--- config.mk ---
export PLATFORM = sky130hd
export DESIGN_NAME = adc_rd_ctrl
export DESIGN_NICKNAME = d
export VERILOG_FILES = /design/src/rtl/adc_rd_pkg.sv /design/src/rtl/adc_rd_tick.sv /design/src/rtl/adc_rd_capture.sv /design/src/rtl/adc_rd_gap.sv /design/src/rtl/adc_rd_ctrl.sv
export SDC_FILE = /design/constraint.sdc
export NUM_CORES = 1
export LEC_CHECK = 0
export BUFFER_PORTS_ARGS = -buffer_cell sky130_fd_sc_hd__clkbuf_2
export CORE_ASPECT_RATIO = 1.5
export CORE_MARGIN = 2
export CORE_UTILIZATION = 54
export DETAILED_ROUTE_END_ITERATION = 16
export HOLD_SLACK_MARGIN = 0.02
export PLACE_DENSITY_LB_ADDON = 0.3
export SLEW_MARGIN = 20
export SYNTH_ARGS = -nofsm -noshare
export SYNTH_HDL_FRONTEND = slang
export SYNTH_SLANG_ARGS = --single-unit
--- constraint.sdc ---
create_clock -name clk -period 3.5 [get_ports clk]
set_input_delay 0.525 -clock clk [delete_from_list [all_inputs] [get_ports clk]]
set_output_delay 0.525 -clock clk [all_outputs]
set_load 0.01 [all_outputs]
--- src/rtl/adc_rd_pkg.sv ---
package adc_rd_pkg;

  typedef enum logic [2:0] {
    ST_IDLE,
    ST_SETUP,
    ST_HIGH,
    ST_LOW,
    ST_TAIL,
    ST_GAP
  } rd_state_e;

  typedef enum logic [1:0] {
    OP_CONV,
    OP_SLEEP,
    OP_WAKE
  } rd_op_e;

  // Number of falling shift-clock edges a frame of the given kind runs.
  function automatic int unsigned frame_edges(rd_op_e op, logic long16,
                                              int unsigned sleep_cut,
                                              int unsigned data_w);
    int unsigned n;
    case (op)
      OP_SLEEP: n = sleep_cut;
      OP_WAKE:  n = data_w + 4;
      default:  n = long16 ? data_w + 4 : data_w + 2;
    endcase
    return n;
  endfunction

  // Capture slot k (0-based) carries frame bit k; data sits in slots 2..data_w+1.
  function automatic logic in_data_slot(int unsigned slot, int unsigned data_w);
    return (slot >= 2) && (slot < data_w + 2);
  endfunction

  // Clamp the sleep cut point into the legal power-down window.
  function automatic int unsigned clamp_cut(int unsigned cut);
    if (cut < 3) return 3;
    if (cut > 10) return 10;
    return cut;
  endfunction

endpackage

--- src/rtl/adc_rd_tick.sv ---
module adc_rd_tick #(
  parameter int DIV_W = 8
) (
  input  logic             clk,
  input  logic             rst_n,
  input  logic             run,
  input  logic [DIV_W-1:0] half_div,
  output logic             tick
);
  logic [DIV_W-1:0] cnt;
  logic [DIV_W-1:0] div_eff;

  assign div_eff = (half_div == '0) ? DIV_W'(1) : half_div;
  assign tick    = run && (cnt == div_eff - DIV_W'(1));

  always_ff @(posedge clk or negedge rst_n) begin
    if (!rst_n)            cnt <= '0;
    else if (!run || tick) cnt <= '0;
    else                   cnt <= cnt + DIV_W'(1);
  end

  p_tick_range_r3: assert property (@(posedge clk) disable iff (!rst_n)
    run |-> (cnt < div_eff));
endmodule

--- src/rtl/adc_rd_capture.sv ---
module adc_rd_capture
  import adc_rd_pkg::*;
#(
  parameter int DATA_W = 12
) (
  input  logic              clk,
  input  logic              rst_n,
  input  logic              clear,
  input  logic              cap_en,
  input  logic              sdo,
  output logic [DATA_W-1:0] data
);
  localparam int CNT_W = $clog2(DATA_W + 5);

  logic [CNT_W-1:0] slot;
  logic             take;

  assign take = cap_en && in_data_slot(32'(slot), DATA_W);

  always_ff @(posedge clk or negedge rst_n) begin
    if (!rst_n) begin
      slot <= '0;
      data <= '0;
    end else if (clear) begin
      slot <= '0;
    end else if (cap_en) begin
      slot <= slot + CNT_W'(1);
      if (take) data <= {data[DATA_W-2:0], sdo};
    end
  end

  p_slot_bound_r5: assert property (@(posedge clk) disable iff (!rst_n)
    cap_en |-> (32'(slot) < DATA_W + 4));
endmodule

--- src/rtl/adc_rd_gap.sv ---
module adc_rd_gap #(
  parameter int GAP_W = 8
) (
  input  logic             clk,
  input  logic             rst_n,
  input  logic             run,
  input  logic [GAP_W-1:0] gap,
  output logic             done
);
  logic [GAP_W-1:0] cnt;

  assign done = run && (({1'b0, cnt} + {{GAP_W{1'b0}}, 1'b1}) >= {1'b0, gap});

  always_ff @(posedge clk or negedge rst_n) begin
    if (!rst_n)            cnt <= '0;
    else if (!run || done) cnt <= '0;
    else                   cnt <= cnt + GAP_W'(1);
  end

  p_gap_count_r9: assert property (@(posedge clk) disable iff (!rst_n)
    (run && !done) |=> (run && (cnt == $past(cnt) + GAP_W'(1))) || !run);
endmodule

--- src/rtl/adc_rd_ctrl.sv ---
module adc_rd_ctrl
  import adc_rd_pkg::*;
#(
  parameter int DATA_W     = 12,
  parameter int DIV_W      = 8,
  parameter int GAP_W      = 8,
  parameter int SLEEP_EDGE = 3
) (
  input  logic              clk,
  input  logic              rst_n,
  input  logic [DIV_W-1:0]  cfg_half_div,
  input  logic              cfg_long_frame,
  input  logic              cfg_rise_capture,
  input  logic [GAP_W-1:0]  cfg_cs_gap,
  input  logic              conv_req,
  input  logic              sleep_req,
  input  logic              wake_req,
  input  logic              sdo_in,
  output logic              cs_n,
  output logic              sck,
  output logic              busy,
  output logic [DATA_W-1:0] result,
  output logic              result_valid
);
  localparam int EDGE_W    = $clog2(DATA_W + 5);
  localparam int SLEEP_CUT = clamp_cut(SLEEP_EDGE);

  rd_state_e         state;
  rd_op_e            op_q;
  logic              long_q;
  logic              rise_q;
  logic [DIV_W-1:0]  div_q;
  logic [GAP_W-1:0]  gap_q;
  logic [EDGE_W-1:0] fall_cnt;
  logic [DATA_W-1:0] cap_data;

  // Named internal events
  logic        any_req;
  logic        accept;
  rd_op_e      op_pick;
  logic        half_tick;
  logic        clk_run;
  logic        cap_en;
  logic        last_fall;
  logic        gap_done;
  int unsigned edge_target;

  assign any_req  = conv_req | sleep_req | wake_req;
  assign accept   = (state == ST_IDLE) && any_req;
  assign op_pick  = wake_req ? OP_WAKE : (sleep_req ? OP_SLEEP : OP_CONV);
  assign clk_run  = (state == ST_SETUP) || (state == ST_HIGH) ||
                    (state == ST_LOW)   || (state == ST_TAIL);
  assign edge_target = frame_edges(op_q, long_q, SLEEP_CUT, DATA_W);
  assign last_fall   = (state == ST_HIGH) && half_tick &&
                       (32'(fall_cnt) + 32'd1 == edge_target);
  assign cap_en = half_tick && (rise_q ? ((state == ST_SETUP) || (state == ST_LOW))
                                       : (state == ST_HIGH));
  assign busy   = (state != ST_IDLE);

  adc_rd_tick #(.DIV_W(DIV_W)) tick_i (
    .clk      (clk),
    .rst_n    (rst_n),
    .run      (clk_run),
    .half_div (div_q),
    .tick     (half_tick)
  );

  adc_rd_capture #(.DATA_W(DATA_W)) cap_i (
    .clk    (clk),
    .rst_n  (rst_n),
    .clear  (accept),
    .cap_en (cap_en),
    .sdo    (sdo_in),
    .data   (cap_data)
  );

  adc_rd_gap #(.GAP_W(GAP_W)) gap_i (
    .clk   (clk),
    .rst_n (rst_n),
    .run   (state == ST_GAP),
    .gap   (gap_q),
    .done  (gap_done)
  );

  always_ff @(posedge clk or negedge rst_n) begin
    if (!rst_n) begin
      state        <= ST_IDLE;
      op_q         <= OP_CONV;
      long_q       <= 1'b0;
      rise_q       <= 1'b0;
      div_q        <= '0;
      gap_q        <= '0;
      fall_cnt     <= '0;
      cs_n         <= 1'b1;
      sck          <= 1'b0;
      result       <= '0;
      result_valid <= 1'b0;
    end else begin
      result_valid <= 1'b0;
      case (state)
        ST_IDLE: begin
          if (accept) begin
            cs_n     <= 1'b0;
            op_q     <= op_pick;
            long_q   <= cfg_long_frame;
            rise_q   <= cfg_rise_capture;
            div_q    <= cfg_half_div;
            gap_q    <= cfg_cs_gap;
            fall_cnt <= '0;
            state    <= ST_SETUP;
          end
        end
        ST_SETUP: begin
          if (half_tick) begin
            sck   <= 1'b1;
            state <= ST_HIGH;
          end
        end
        ST_HIGH: begin
          if (half_tick) begin
            sck      <= 1'b0;
            fall_cnt <= fall_cnt + EDGE_W'(1);
            state    <= last_fall ? ST_TAIL : ST_LOW;
          end
        end
        ST_LOW: begin
          if (half_tick) begin
            sck   <= 1'b1;
            state <= ST_HIGH;
          end
        end
        ST_TAIL: begin
          if (half_tick) begin
            cs_n <= 1'b1;
            if (op_q == OP_CONV) begin
              result       <= cap_data;
              result_valid <= 1'b1;
            end
            state <= ST_GAP;
          end
        end
        ST_GAP: begin
          if (gap_done) state <= ST_IDLE;
        end
        default: state <= ST_IDLE;
      endcase
    end
  end

  // Observation counters for the assertions
  logic             sck_q;
  logic [DIV_W:0]   hold_cnt;
  logic [GAP_W:0]   hi_cnt;
  logic [DIV_W-1:0] div_eff_q;

  assign div_eff_q = (div_q == '0) ? DIV_W'(1) : div_q;

  always_ff @(posedge clk or negedge rst_n) begin
    if (!rst_n) begin
      sck_q    <= 1'b0;
      hold_cnt <= '1;
      hi_cnt   <= '1;
    end else begin
      sck_q <= sck;
      if (sck != sck_q)    hold_cnt <= (DIV_W+1)'(1);
      else if (~&hold_cnt) hold_cnt <= hold_cnt + (DIV_W+1)'(1);
      if (!cs_n)           hi_cnt <= '0;
      else if (~&hi_cnt)   hi_cnt <= hi_cnt + (GAP_W+1)'(1);
    end
  end

  p_sck_idle_r2: assert property (@(posedge clk) disable iff (!rst_n)
    cs_n |-> !sck);
  p_cs_fall_low_r2: assert property (@(posedge clk) disable iff (!rst_n)
    $fell(cs_n) |-> !sck && !$past(sck));
  p_half_min_r3: assert property (@(posedge clk) disable iff (!rst_n)
    ((sck != $past(sck)) && !$past(cs_n)) |-> (hold_cnt >= {1'b0, div_eff_q}));
  p_edge_bound_r4: assert property (@(posedge clk) disable iff (!rst_n)
    32'(fall_cnt) <= DATA_W + 4);
  p_valid_pulse_r6: assert property (@(posedge clk) disable iff (!rst_n)
    result_valid |=> !result_valid);
  p_valid_at_cs_rise_r6: assert property (@(posedge clk) disable iff (!rst_n)
    result_valid |-> (cs_n && !$past(cs_n) && op_q == OP_CONV));
  p_sleep_cut_r7: assert property (@(posedge clk) disable iff (!rst_n)
    (state == ST_TAIL && op_q == OP_SLEEP) |-> (32'(fall_cnt) == SLEEP_CUT));
  p_gap_met_r9: assert property (@(posedge clk) disable iff (!rst_n)
    $fell(cs_n) |-> (hi_cnt >= {1'b0, $past(gap_q)}));
  p_start_idle_r10: assert property (@(posedge clk) disable iff (!rst_n)
    $fell(cs_n) |-> ($past(state) == ST_IDLE));
  p_busy_rise_r11: assert property (@(posedge clk) disable iff (!rst_n)
    $fell(cs_n) |-> busy);
endmodule

## Word-level counts from Yosys, hierarchy flattened

Index checks and enable logic that the tools add are counted.
W data, S select, Z words.

- Muxes and demuxes: 28
- Order comparisons: 3
- Add/sub/neg operators: 7
- Bitwise logic cells: 3
- Shift-type cells: 0
- Divide/modulo/power cells: 0
- $mul: 0
- Equality and inequality tests: 14
- Reduce and logical (&&, ||, !) cells: 32

Operator list:

| kind | count |
|---|---|
| $eq A6 B32 Y1 | 1 |
| $mux W5 | 5 |
| $mux W8 | 3 |
| $pmux W5 S2 | 2 |
| $mux W3 | 6 |
| $add A8 B1 Y8 const B | 2 |
| $pmux W3 S5 | 1 |
| $reduce_and A3 Y1 | 5 |
| $add A5 B1 Y5 const B | 2 |
| $add A8 B1 Y9 const B | 1 |
| $ge A9 B8 Y1 | 1 |
| $eq A8 B8 Y1 | 1 |
| $logic_and A1 B1 Y1 | 8 |
| $logic_not A8 Y1 | 1 |
| $mux W1 | 8 |
| $ne A2 B2 Y1 const B | 4 |
| $reduce_bool A2 Y1 | 4 |
| $sub A8 B1 Y8 const B | 1 |
| $add A5 B1 Y6 const B | 1 |
| $eq A3 B2 Y1 const B | 2 |
| $eq A3 B3 Y1 const B | 2 |
| $logic_or A1 B1 Y1 | 6 |
| $ge A5 B2 Y1 const B | 1 |
| $lt A5 B4 Y1 const B | 1 |
| 15 further kinds | 18 |

- Flip-flop bits (word level): 76
- ROM bits: 0
- Word-level logic and storage cells: 102
- RAM bits: 0
- Latch bits: 0
- Memories: 0
- Output and inout bits: 16
- Input port bits: 24

## Longest topological paths before layout

Gate-level depths: netlist (run 1).

- Word-level depth: 10
- Gate-level depth with buffers: 12

## Modules after synthesis

A second synthesis (run 1) with hierarchy kept.

- Cell total of the unflattened synthesis: 394
- Area, all modules: 4091.4 um^2

By module, submodules not included:

| module | sequential area each (um^2) | cells an instance | instances | area an instance (um^2) |
|---|---|---|---|---|
| adc_rd_ctrl | 1077.3 | 184 | 1 | 1956.9 |
| adc_rd_tick | 200.2 | 100 | 1 | 779.5 |
| adc_rd_capture | 425.4 | 51 | 1 | 764.5 |
| adc_rd_gap | 200.2 | 59 | 1 | 590.6 |

## Worst setup path after synthesis (run 1)

Ideal clock, no wire load.

- Kind: reg2reg
- Start: reg div_q[2]
- End: reg result[2]
- Buffers on the path: 2
- Path slack: 240 ps
- Period minus slack after synthesis: 3260 ps
- Arrival time: 3135 ps
- Stages on the path, launching flop included: 12
- Cell sequence: dfrtp_1 buf_2 nor4_2 a21oi_1 ha_1 xor2_1 o211ai_1 a2111oi_0 nand4b_2 nor4_4 buf_6 mux2_2

- Cells in the longest elaborated chain, start to end: 6

Ends and longest elaborated chain:

| what | RTL line | text |
|---|---|---|
| from (decl) | adc_rd_ctrl.sv:32 | `logic [DIV_W-1:0] div_q;` |
| from (signal assigned) | adc_rd_ctrl.sv:107 | `div_q <= cfg_half_div;` |
| $logic_not A8 Y1 | - |  |
| $mux W8 * | adc_rd_tick.sv:13 | `assign div_eff = (half_div == '0) ? DIV_W'(1) : half_div;` |
| $sub A8 B1 Y8 * | adc_rd_tick.sv:14 | `assign tick = run && (cnt == div_eff - DIV_W'(1));` |
| $eq A8 B8 Y1 * | adc_rd_tick.sv:14 |  |
| $logic_and A1 B1 Y1 * | adc_rd_tick.sv:14 |  |
| $reduce_and A3 Y1 (no source line) * | - |  |
| to (signal assigned) | adc_rd_ctrl.sv:136 | `result <= cap_data;` |
| to (decl) | adc_rd_ctrl.sv:22 | `output logic [DATA_W-1:0] result,` |

Mark *: on every way between the ends. The rest lies on a longest branch, timed or not.
A chain may end at the register's enable or synchronous reset.

## Final worst setup path (run 1)

- Start: reg div_q[3]
- End: reg state[0]

- Cells in the longest elaborated chain, start to end: 10

Ends and longest elaborated chain:

| what | RTL line | text |
|---|---|---|
| $logic_not A8 Y1 | - |  |
| $mux W8 * | adc_rd_tick.sv:13 |  |
| $sub A8 B1 Y8 * | adc_rd_tick.sv:14 |  |
| $eq A8 B8 Y1 * | adc_rd_tick.sv:14 |  |
| $logic_and A1 B1 Y1 * | adc_rd_tick.sv:14 |  |
| $logic_and A1 B1 Y1 (2 in series) | adc_rd_ctrl.sv:54 | `assign last_fall = (state == ST_HIGH) && half_tick &&` |
| $mux W3 | adc_rd_ctrl.sv:123 | `state <= last_fall ? ST_TAIL : ST_LOW;` |
| $mux W3 | adc_rd_ctrl.sv:120 | `if (half_tick) begin` |
| $pmux W3 S5 | adc_rd_ctrl.sv:100 | `case (state)` |
| to (signal assigned) | adc_rd_ctrl.sv:123 |  |
| to (decl) | adc_rd_ctrl.sv:28 | `rd_state_e state;` |

Mark *: on every way between the ends. The rest lies on a longest branch, timed or not. The select of a mux whose other input is x is not followed.

==> impl_results.md, run 1 <==
* Outcome: finished, final reports clean
* Slew HR at 37.2%
* Hold Crit Class: input port to asynchronous set/reset pin
* Sinks on Clock Net at 76
* Util after Layout at 63.2%
* Number of synthesized register bits at 76
* Largest net degree at the start of global routing at 77
* Antenna violations before repair at 0
* First-pass GRT wire length at 14.4 mm
* Crit path DAT at 3.48 ns
* Initial Util at 54.9%
* Detailed Route Iter0 Violations at 268
* TritonCTS Buffers at 9
* H-tree depth at 3
* Top_reg_cell synth: dfrtp_1
* Post-Synth Simple-Gate Area at 18.0%
* Hpwl dp at 5.69 mm
* Avg Inst Size Synth at 10.8 um^2
* Final-stage net count at 468
* Core Region at 7560 um^2
* Period minus WS final at 3.24 ns
* Vias in the first global route at 3135
* Drt total wl at 8.30 mm
* Reg2reg path depth at 10
* DR vias/cell at 5.80
* Worst Setup SP: div_q[3]$_DFFE_PN0P_
* # diodes at 0
* Residual DRC count at 0
* Register area share after synthesis at 45.8%
* Die width at 75.6 um
* Setup crit start kind: flop
* Overflow after GRT at 0
* Distinct cells, synth at 60
* PortBufs at 39
* Cell type with the largest total area after synthesis: dfrtp_1
* Largest family of logic cells by synthesized area: simple AND/OR/NAND/NOR gates
* CTS tree: built
* Hold buffers post-CTS at 0
* Worst r2r dst: state[0]$_DFFE_PN0P_
* Root buffer selected by CTS: clkbuf_16
* Max Fclk at 309 MHz
* RePlAce Congestion at 0.877
* Setup TNS at 0 ns
* Xor/xnor share of the synthesized area at 4.64%
* Worst VDD drop at 0.459 mV
* Reg2reg setup slack at 0.26 ns
* Setup crit end kind: flop
* Ys async rst share at 100%
* DR vias at 3097
* Top post-synthesis cells by count: dfrtp_1, mux2_2, nand2_1
* Total GRT Usage at 22.1%
* Final period utilization at 92.6%
* Worst R2R Start: div_q[3]$_DFFE_PN0P_
* Most frequent cell after synthesis: dfrtp_1
* Wirelength per Cell at 15.5 um
* # IOs at 40
* Number of synthesized flops with an enable pin at 0
* Worst path required time at 3.74 ns
* Worst-skew pair later-pin latency at 0.33 ns
* Final Power at 3.41 mW
* Rows at 39
* Power Density at 714 nW/um^2
* Post-Synth Adder-Cell Area at 5.12%
* Leakage at 2.28 nW
* Die Area at 8420 um^2
* Final hold slack at 0.322 ns
* Cell types occupying the most area after synthesis: dfrtp_1, mux2_2, ha_1
* First-pass iteration count of the detailed router at 4
* Final ANT Viol Nets at 0
* Max Slew Vio Count at 0
* Synth Area in Compound Gates at 8.77%
* RSZ-0062 raised after global routing: no
* Worst-path clk slew at 0.06 ns
* Mapped Cells at 385
* Critical path type: flop to flop
* Bufs on Longest Clock Path at 2
* Post-Syn Nets at 426
* Crit path capture: state[0]$_DFFE_PN0P_
* # setup viols final at 0
* Max-cap violation count at 0
* Synth top area share at 45.2%
* Synth-to-Final Area Change at 15.1%
* CP max FO at 18
* Cell Area, Synth at 4150 um^2
* Hold Fails Final Rpt at 0
* Warnings from Yosys at 0
* Share of layout cells above drive strength 1 at 28.0%
* Clk_skew at 0.00713 ns
* Mux share of post-synthesis cell area at 13.6%
* Slew @ Worst Pin at 0.942 ns
* Die height at 111 um
## cells in the final DEF (no fill, tap or decap), types with 3 or more instances in the layout
master,instances
clkbuf_2,38
nand2b_1,12
nor2b_1,7
nor2_1,21
ha_1,17
o211ai_1,4
and3_1,7
or2_2,6
xnor2_1,10
mux2_2,41
nand2_1,25
buf_4,9
or4_1,3
nand4_1,4
dfrtp_1,75
o31ai_1,3
inv_1,20
a21oi_1,14
o311a_1,3
o21ai_0,7
o21a_1,4
clkbuf_16,9
or3_1,3
nand3_1,13
mux2i_1,8
nor3_1,8
xor2_1,12
## where the power goes
part           total [mW]  internal [mW]  switching, mW
combinational        1.20          0.571          0.627
clock               0.918          0.569          0.348
sequential           1.29           1.07          0.227
## metal layers
metal | wire [um] | vias up | track usage, %
li1 | - | 1466 | -
met1 | 3230 | 1526 | 26.0
met2 | 4510 | 84 | 37.3
met3 | 330 | 21 | 4.98
met4 | 232 | 0 | 9.71
met5 | 0 | - | 0
## worst min-delay path by stage
stage | startpoint | to | slack (ns) | cells past startpoint
6_report | rst_n | gap_q[4]$_DFFE_PN0P_ | 0.32 | 1
5_1_grt | rst_n | gap_q[3]$_DFFE_PN0P_ | 0.42 | 1
4_1_cts | rst_n | gap_q[1]$_DFFE_PN0P_ | 0.37 | 1
3_5_place_dp | cap_i.data[11]$_DFFE_PN0P_ | result[11]$_DFFE_PN0P_ | 0.48 | 1
3_3_place_gp | result[11]$_DFFE_PN0P_ | result[11]$_DFFE_PN0P_ | 0.47 | 1
2_1_floorplan | rst_n | cap_i.data[0]$_DFFE_PN0P_ | 0.23 | 0
## state kept, by name, indices dropped and copies added (netlist names)
register and flops:
cs_n 1, long_q 1, sck 1, cap_i.slot 5, div_q 8, gap_q 8, rise_q 1, result_valid 1
fall_cnt 5, tick_i.cnt 8, gap_i.cnt 8, cap_i.data 12, op_q 2, state 3, result 12
## through the flow
step                      instances  cell area [um^2]  setup slack [ns]
after floorplan                 385              4150             0.240
after global placement          518              4460             0.245
after detailed placement        518              4460             0.128
after CTS                       534              4770            0.0773
after global routing            534              4780            0.0198
final                           534              4780             0.260
## final cells by class
class                           instances  area, um^2
Fill cell                             605        2790
Clock buffer                           10         239
Clock inverter                          6        63.8
Inverter                               20        75.1
Tap cell                              102         128
Multi-Input combinational cell        272        2090
Timing Repair Buffer                   48         278
Sequential cell                        76        1900
## repair_timing
action / in CTS / in global routing
endpoints found under the setup margin: 0 / 44
gates resized for setup: 0 / 3
setup buffers: 0 / 0
## critical path: stages (launching register included)
cell,delay [ns]
dfrtp_1,0.38
nor4_2,0.37
a21oi_1,0.12
ha_1,0.34
xor2_1,0.22
o211ai_1,0.12
a2111oi_1,0.40
nand4b_2,0.28
buf_4,0.27
or4b_1,0.47
a32oi_1,0.17
## logic make-up (layout without fill, tap and decap cells)
| family | Yosys count | after routing |
|---|---|---|
| flip-flops | 76 | 76 |
| AO/OA/AOI/OAI | 52 | 52 |
| multiplexers | 51 | 51 |
| XOR/XNOR | 22 | 22 |
| adder cells (fa/ha/maj) | 17 | 17 |
| buffers and inverters | 37 | 84 |
| AND/OR/NAND/NOR | 130 | 130 |
Power figures use the tool's default switching activity.
==> run 2: changes to the inputs <==
--- a/config.mk
+++ b/config.mk
@@ -10,6 +10,7 @@
 export CORE_MARGIN = 2
 export CORE_UTILIZATION = 54
 export DETAILED_ROUTE_END_ITERATION = 16
+export GPL_TIMING_DRIVEN = 0
 export HOLD_SLACK_MARGIN = 0.02
 export PLACE_DENSITY_LB_ADDON = 0.3
 export SLEW_MARGIN = 20
==> run 2 against run 1 <==
Worst hold slack got worse by 0.11 ns. Sequential cell count is the same. Non-clock buffer count increased by 11. Global-route usage decreased by 0.20 points. First-iteration DRC count fell by 24%. Clock skew down 0.0012 ns. Setup slack got worse by 0.10 ns. Sequential share of layout area down 0.52 points. Cell count up 2.1%. Total power is 0.52% higher. Core utilization increased by 0.84 points. Largest cell class unchanged.
==> impl_results.md, run 2 (synthesis gave the netlist of run 1 again) <==
* Outcome: finished, final reports clean
* Final ANT Viol Nets at 0 (unchanged)
* DR vias/cell at 5.59 (-3.6%)
* Max Slew Vio Count at 0 (unchanged)
* Slew HR at 50.3% (+13 points)
* Final-stage net count at 479 (+2.4%)
* Hpwl dp at 5.98 mm (+5.1%)
* Detailed Route Iter0 Violations at 203 (-24%)
* Vias in the first global route at 3082 (-1.7%)
* Initial Util at 54.9% (unchanged)
* Final period utilization at 95.5% (+2.9 points)
* Most frequent cells in the layout: dfrtp_1, mux2_2, clkbuf_2
* Highest-delay cell along the critical path: dfrtp_1
* Hold Fails Final Rpt at 0 (unchanged)
* Slew @ Worst Pin at 0.743 ns (-0.199 ns)
* Core Region at 7560 um^2 (unchanged)
* Bufs on Longest Clock Path at 2 (unchanged)
* Setup TNS at 0 ns (unchanged)
* CP max FO at 10 (-8)
* Critical Path Most Common Cell: buf_4
* CP bufs+invs at 3 (+2)
* Synth-to-Final Area Change at 16.6%
* Worst r2r dst: cap_i.data[7]$_DFFE_PN0P_
* Clk_skew at 0.00594 ns (-0.00119 ns)
* Crit path DAT at 3.56 ns (+0.08 ns)
* RePlAce Congestion at 0.876 (about the same)
* CP max stage delay at 0.38 ns (-0.09 ns)
* Worst-path clk slew at 0.06 ns (about the same)
* H-tree depth at 3 (unchanged)
* Commonest non-fill, non-tap cell in the layout: dfrtp_1
* Crit-path leading delay family: simple AND/OR/NAND/NOR gates
* PortBufs at 39 (unchanged)
* Setup crit start kind: flop
* Worst VDD drop at 0.492 mV (+7.1%)
* # diodes at 0 (unchanged)
* # IOs at 40 (unchanged)
* Reg2reg path depth at 12 (+2)
* Internal at 2.20 mW (-0.32%)
* Hold Crit Class: input port to asynchronous set/reset pin
* Total GRT Usage at 21.9% (-0.20 points)
* Overflow after GRT at 0 (unchanged)
* Residual DRC count at 0 (unchanged)
* Die Area at 8420 um^2 (unchanged)
* Max Fclk at 299 MHz (-3.0%)
* Die height at 111 um (unchanged)
* Rows at 39 (unchanged)
* Power Density at 708 nW/um^2 (-0.80%)
* Biggest regs: cap_i.data (12), result (12)
* Largest net degree at the start of global routing at 43 (-44%)
* NetSw at 1.23 mW (+2.1%)
* Clock power frac at 26.8% (about the same)
* Reg2reg setup slack at 0.16 ns (-0.10 ns)
* DR vias at 3046 (-1.6%)
* Final Power at 3.43 mW (+0.52%)
* Worst path required time at 3.72 ns (-0.02 ns)
* Setup crit end kind: flop
* Worst R2R Start: div_q[2]$_DFFE_PN0P_
* Max-cap violation count at 0 (unchanged)
* First-pass iteration count of the detailed router at 4 (unchanged)
* Die width at 75.6 um (unchanged)
* # setup viols final at 0 (unchanged)
* Seq pwr share at 36.6% (-1.4 points)
* First-pass GRT wire length at 14.2 mm (-1.3%)
* Sinks on Clock Net at 76 (unchanged)
* Combinational Power Share at 36.6% (+1.5 points)
* RSZ-0062 raised after global routing: no
* Leakage at 2.30 nW (+1.1%)
* Period minus WS final at 3.34 ns (+0.101 ns)
* Critical path type: flop to flop
* TritonCTS Buffers at 9 (unchanged)
* Antenna violations before repair at 0 (unchanged)
* Util after Layout at 64.0% (+0.84 points)
* Share of layout cells above drive strength 1 at 27.5% (-0.47 points)
* Crit path cell chain: buf_2 -> nor4_4 -> a21oi_1 -> ha_1 -> xor2_1 -> o211ai_1 -> a2111oi_2 -> nand4b_2 -> buf_4 -> nor3_4 -> buf_4 -> mux2_2
* CTS tree: built
* Root buffer selected by CTS: clkbuf_16
* Worst-skew pair later-pin latency at 0.34 ns (about the same)
* Switching power share of the total at 35.8% (+0.54 points)
* Drt total wl at 8.36 mm (+0.65%)
* Wirelength per Cell at 15.3 um (-1.4%)
## run 2: cell types whose count changed in the layout (fill, tap and decap cells not counted), moves of 3 or more
cell,change
clkinv_4,+3
buf_4,-6
buf_6,+3
clkbuf_1,+9
buf_2,+3
## run 2: metrics by stage
step / hold slack (ns) / instances / setup WS, ns / cell area [um^2]
2_1_floorplan: 0.229 / 385 / 0.240 / 4150
3_3_place_gp: 0.466 / 526 / -0.132 / 4480
3_5_place_dp: 0.479 / 527 / -0.259 / 4500
4_1_cts: 0.228 / 544 / 0.0669 / 4820
5_1_grt: 0.266 / 545 / 0.00288 / 4840
6_report: 0.213 / 545 / 0.159 / 4840
## run 2: final cells by class
class                      count  area, um^2
timing repair buffer          42         233
sequential                    76        1900
buffer                        17        93.8
multi-input combinational    272        2110
inverter                      20        75.1
tap                          102         128
fill                         600        2720
clock inverter                 7        77.6
clock buffer                   9         225
## run 2: worst max path at each step
stage	from	end	slack (ns)	cells after the start
after floorplan	div_q[2]$_DFFE_PN0P_	result[2]$_DFFE_PN0P_	0.24	11
after global placement	div_q[2]$_DFFE_PN0P_	result[6]$_DFFE_PN0P_	-0.13	11
after detailed placement	div_q[2]$_DFFE_PN0P_	result[3]$_DFFE_PN0P_	-0.26	11
after CTS	div_q[2]$_DFFE_PN0P_	cap_i.data[7]$_DFFE_PN0P_	0.07	12
after global routing	div_q[2]$_DFFE_PN0P_	cap_i.data[7]$_DFFE_PN0P_	0.003	12
final	div_q[2]$_DFFE_PN0P_	cap_i.data[7]$_DFFE_PN0P_	0.16	12
## run 2: timing repair
action | CTS | global route
resized for setup | 3 | 2
setup endpoints to repair | 35 | 27
hold buffers | 0 | 0
pin swaps | 2 | 1
buffers inserted | 1 | 1
## run 2: worst reg2reg max path, stage by stage, from the launching register on
cell	delay, ns
dfrtp_1	0.38
buf_2	0.19
nor4_4	0.36
a21oi_1	0.12
ha_1	0.32
xor2_1	0.21
o211ai_1	0.16
a2111oi_2	0.33
nand4b_2	0.13
buf_4	0.18
nor3_4	0.23
buf_4	0.23
mux2_2	0.37
## run 2: power groups by stage
| stage | Combinational, mW | Sequential (mW) | Clock [mW] |
|---|---|---|---|
| floorplan | 0.956 | 1.21 | 0 |
| global placement | 1.17 | 1.25 | 0 |
| detailed placement | 1.21 | 1.26 | 0 |
| CTS | 1.23 | 1.25 | 0.941 |
| global route | 1.39 | 1.28 | 0.990 |
| finish | 1.25 | 1.26 | 0.920 |
## run 2: layer usage
layer  wire [um]  share of wire (%)  global-route usage [%]  vias up
li1            -                  -                       -     1484
met1        3400                 41                    26.3     1476
met2        4380                 52                    36.0       65
met3         329                3.9                    5.79       21
met4         246                2.9                    9.59        0
met5           0                  0                       0        -
==> run 3: changes to the inputs <==
--- a/config.mk
+++ b/config.mk
@@ -6,7 +6,6 @@
 export NUM_CORES = 1
 export LEC_CHECK = 0
 export BUFFER_PORTS_ARGS = -buffer_cell sky130_fd_sc_hd__clkbuf_2
-export CORE_ASPECT_RATIO = 1.5
 export CORE_MARGIN = 2
 export CORE_UTILIZATION = 54
 export DETAILED_ROUTE_END_ITERATION = 16
==> run 3 against run 2 <==
Cell count decreased by 0.55%. First-iteration DRC count decreased by 33%. Critical path depth unchanged. Sequential share of layout area increased by 0.56 points. Clock skew increased by 0.0076 ns. Clock-buffer cell count increased by 1. Worst hold slack got worse by 0.062 ns. Sequential power about the same. Maximum frequency about the same. Cell area decreased by 1.4%.
==> impl_results.md, run 3 (synthesis gave the netlist of run 1 again) <==
* DR vias/cell at 5.58 (-0.11%)
* Slew HR at 51.5% (+1.2 points)
* RePlAce Congestion at 0.909 (+3.7%)
* Total GRT Usage at 20.0% (-1.9 points)
* Initial Util at 56.6% (+1.7 points)
* H-tree depth at 3 (unchanged)
* Die height at 91.7 um (-18%)
* Hold Crit Class: input port to asynchronous set/reset pin
* Worst R2R Start: div_q[2]$_DFFE_PN0P_
* Met3 wire length at 409 um (+24%)
* Worst path required time at 3.74 ns (+0.02 ns)
* First-pass iteration count of the detailed router at 4 (unchanged)
* Setup crit start kind: flop
* Core Region at 7330 um^2 (-3.1%)
* Sinks on Clock Net at 76 (unchanged)
* Worst-path clk slew at 0.08 ns (+0.02 ns)
* Vias in the first global route at 2893 (-6.1%)
* Outcome: finished, final reports clean
* Die width at 91.7 um (+21%)
* Power Density at 685 nW/um^2 (-3.3%)
* Root buffer selected by CTS: clkbuf_8
* Max Fclk at 299 MHz (about the same)
* Met1 WL at 3.56 mm (+4.8%)
* Commonest non-fill, non-tap cell in the layout: dfrtp_1
* Filler cells at 592 (-1.3%)
* Worst VDD drop at 0.343 mV (-30%)
* Largest net degree at the start of global routing at 44 (+2.3%)
* Final period utilization at 95.5% (about the same)
* Hold buffers post-CTS at 0 (unchanged)
* # IOs at 40 (unchanged)
* Max Slew Vio Count at 0 (unchanged)
* Slew @ Worst Pin at 0.724 ns (-0.0183 ns)
* Final Power at 3.27 mW (-4.6%)
* Detailed Route Iter0 Violations at 136 (-33%)
* Share of layout cells above drive strength 1 at 27.8% (+0.23 points)
* # setup viols final at 0 (unchanged)
* Most frequent cells in the layout: dfrtp_1, mux2_2, clkbuf_2
* Hold Fails Final Rpt at 0 (unchanged)
* Crit path DAT at 3.58 ns (+0.02 ns)
* Clk_skew at 0.0135 ns (+0.00756 ns)
* Place WS at -0.122 ns (+0.137 ns)
* Critical path type: flop to flop
* DR vias at 3026 (-0.66%)
* Biggest regs: cap_i.data (12), result (12)
* Final ANT Viol Nets at 0 (unchanged)
* First-pass GRT wire length at 13.6 mm (-4.2%)
* Reg2reg path depth at 12 (unchanged)
* PortBufs at 39 (unchanged)
* Max-cap violation count at 0 (unchanged)
* TritonCTS Buffers at 9 (unchanged)
* Final-stage net count at 479 (unchanged)
* Hpwl dp at 5.64 mm (-5.7%)
* Worst Setup SP: div_q[2]$_DFFE_PN0P_
* Setup crit end kind: flop
* Residual DRC count at 0 (unchanged)
* Metal2 WL at 3.90 mm (-11%)
* Die Area at 8410 um^2 (-0.16%)
* CTS tree: built
* CP max FO at 10 (unchanged)
* Rows at 31 (-21%)
* Period minus WS final at 3.34 ns (+0.00332 ns)
* Wirelength per Cell at 14.7 um (-4.1%)
* Synth-to-Final Area Change at 15.0%
* Drt total wl at 7.97 mm (-4.6%)
* Leakage at 2.27 nW (-1.6%)
* Worst setup margin at 0.156 ns (-0.00332 ns)
* Antenna violations before repair at 0 (unchanged)
* Setup TNS at 0 ns (unchanged)
* Max layer used: met4
* Worst-skew pair later-pin latency at 0.36 ns (+0.02 ns)
* Bufs on Longest Clock Path at 2 (unchanged)
* # diodes at 0 (unchanged)
* Overflow after GRT at 0 (unchanged)
[run 3: layout make-up]
type                    instances  area, um^2  area share [%]
plain buffers                  17        93.8            1.97
clock buffers                  10         138            2.88
clock inverters                 6        95.1            1.99
inverters                      20        75.1            1.57
multi-input cells             272        2110            44.3
flip-flops and latches         76        1900            39.9
well taps                      99         124            2.59
repair buffers                 42         233            4.87
[run 3: path summary, 6_finish.rpt]
kind,end,slack [ns]
max,result[5]$_DFFE_PN0P_,0.16
min,div_q[4]$_DFFE_PN0P_,0.15
max reg2reg,result[5]$_DFFE_PN0P_,0.16
min reg2reg,result[11]$_DFFE_PN0P_,0.49
max in group asynchronous,cap_i.slot[0]$_DFFE_PN0P_,2.76
min in group clk,long_q$_DFFE_PN0P_,0.39
[run 3: power breakdown]
part           switching, mW  leakage (nW)  total, mW  internal [mW]
Clock                  0.346         0.111      0.774          0.428
Combinational          0.662          1.15       1.24          0.579
Sequential             0.189          1.00       1.25           1.07
Total                   1.20          2.27       3.27           2.07
[run 3: routing by layer]
metal	GRT usage (%)	vias up
li1	-	1479
met1	26.9	1466
met2	32.1	71
met3	5.26	10
met4	5.85	0
met5	0	-
[run 3: repair_timing]
action | 4_1_cts | 5_1_grt
pin swaps | 1 | 2
gates resized for setup | 2 | 4
buffers inserted | 0 | 2
setup endpoints to repair | 27 | 34
[run 3: critical path, stage by stage, from the launching register on]
cell and delay [ns]:
dfrtp_1 0.39, buf_2 0.19, nor4_4 0.35, a21oi_1 0.11, ha_1 0.31, xor2_1 0.22
o211ai_1 0.14, a2111oi_2 0.33, nand4b_2 0.14, buf_4 0.18, nor4_4 0.30, buf_6 0.21
mux2_2 0.35
[run 3: per-stage QoR]
step / std cells / utilization (%) / area [um^2] / hold slack, ns
2_1_floorplan: 385 / - / 4150 / 0.229
3_3_place_gp: 523 / 61.0 / 4470 / 0.467
3_5_place_dp: 524 / 61.3 / 4490 / 0.478
4_1_cts: 540 / 64.6 / 4740 / 0.163
5_1_grt: 542 / 65.1 / 4770 / 0.184
6_report: 542 / 65.1 / 4770 / 0.150
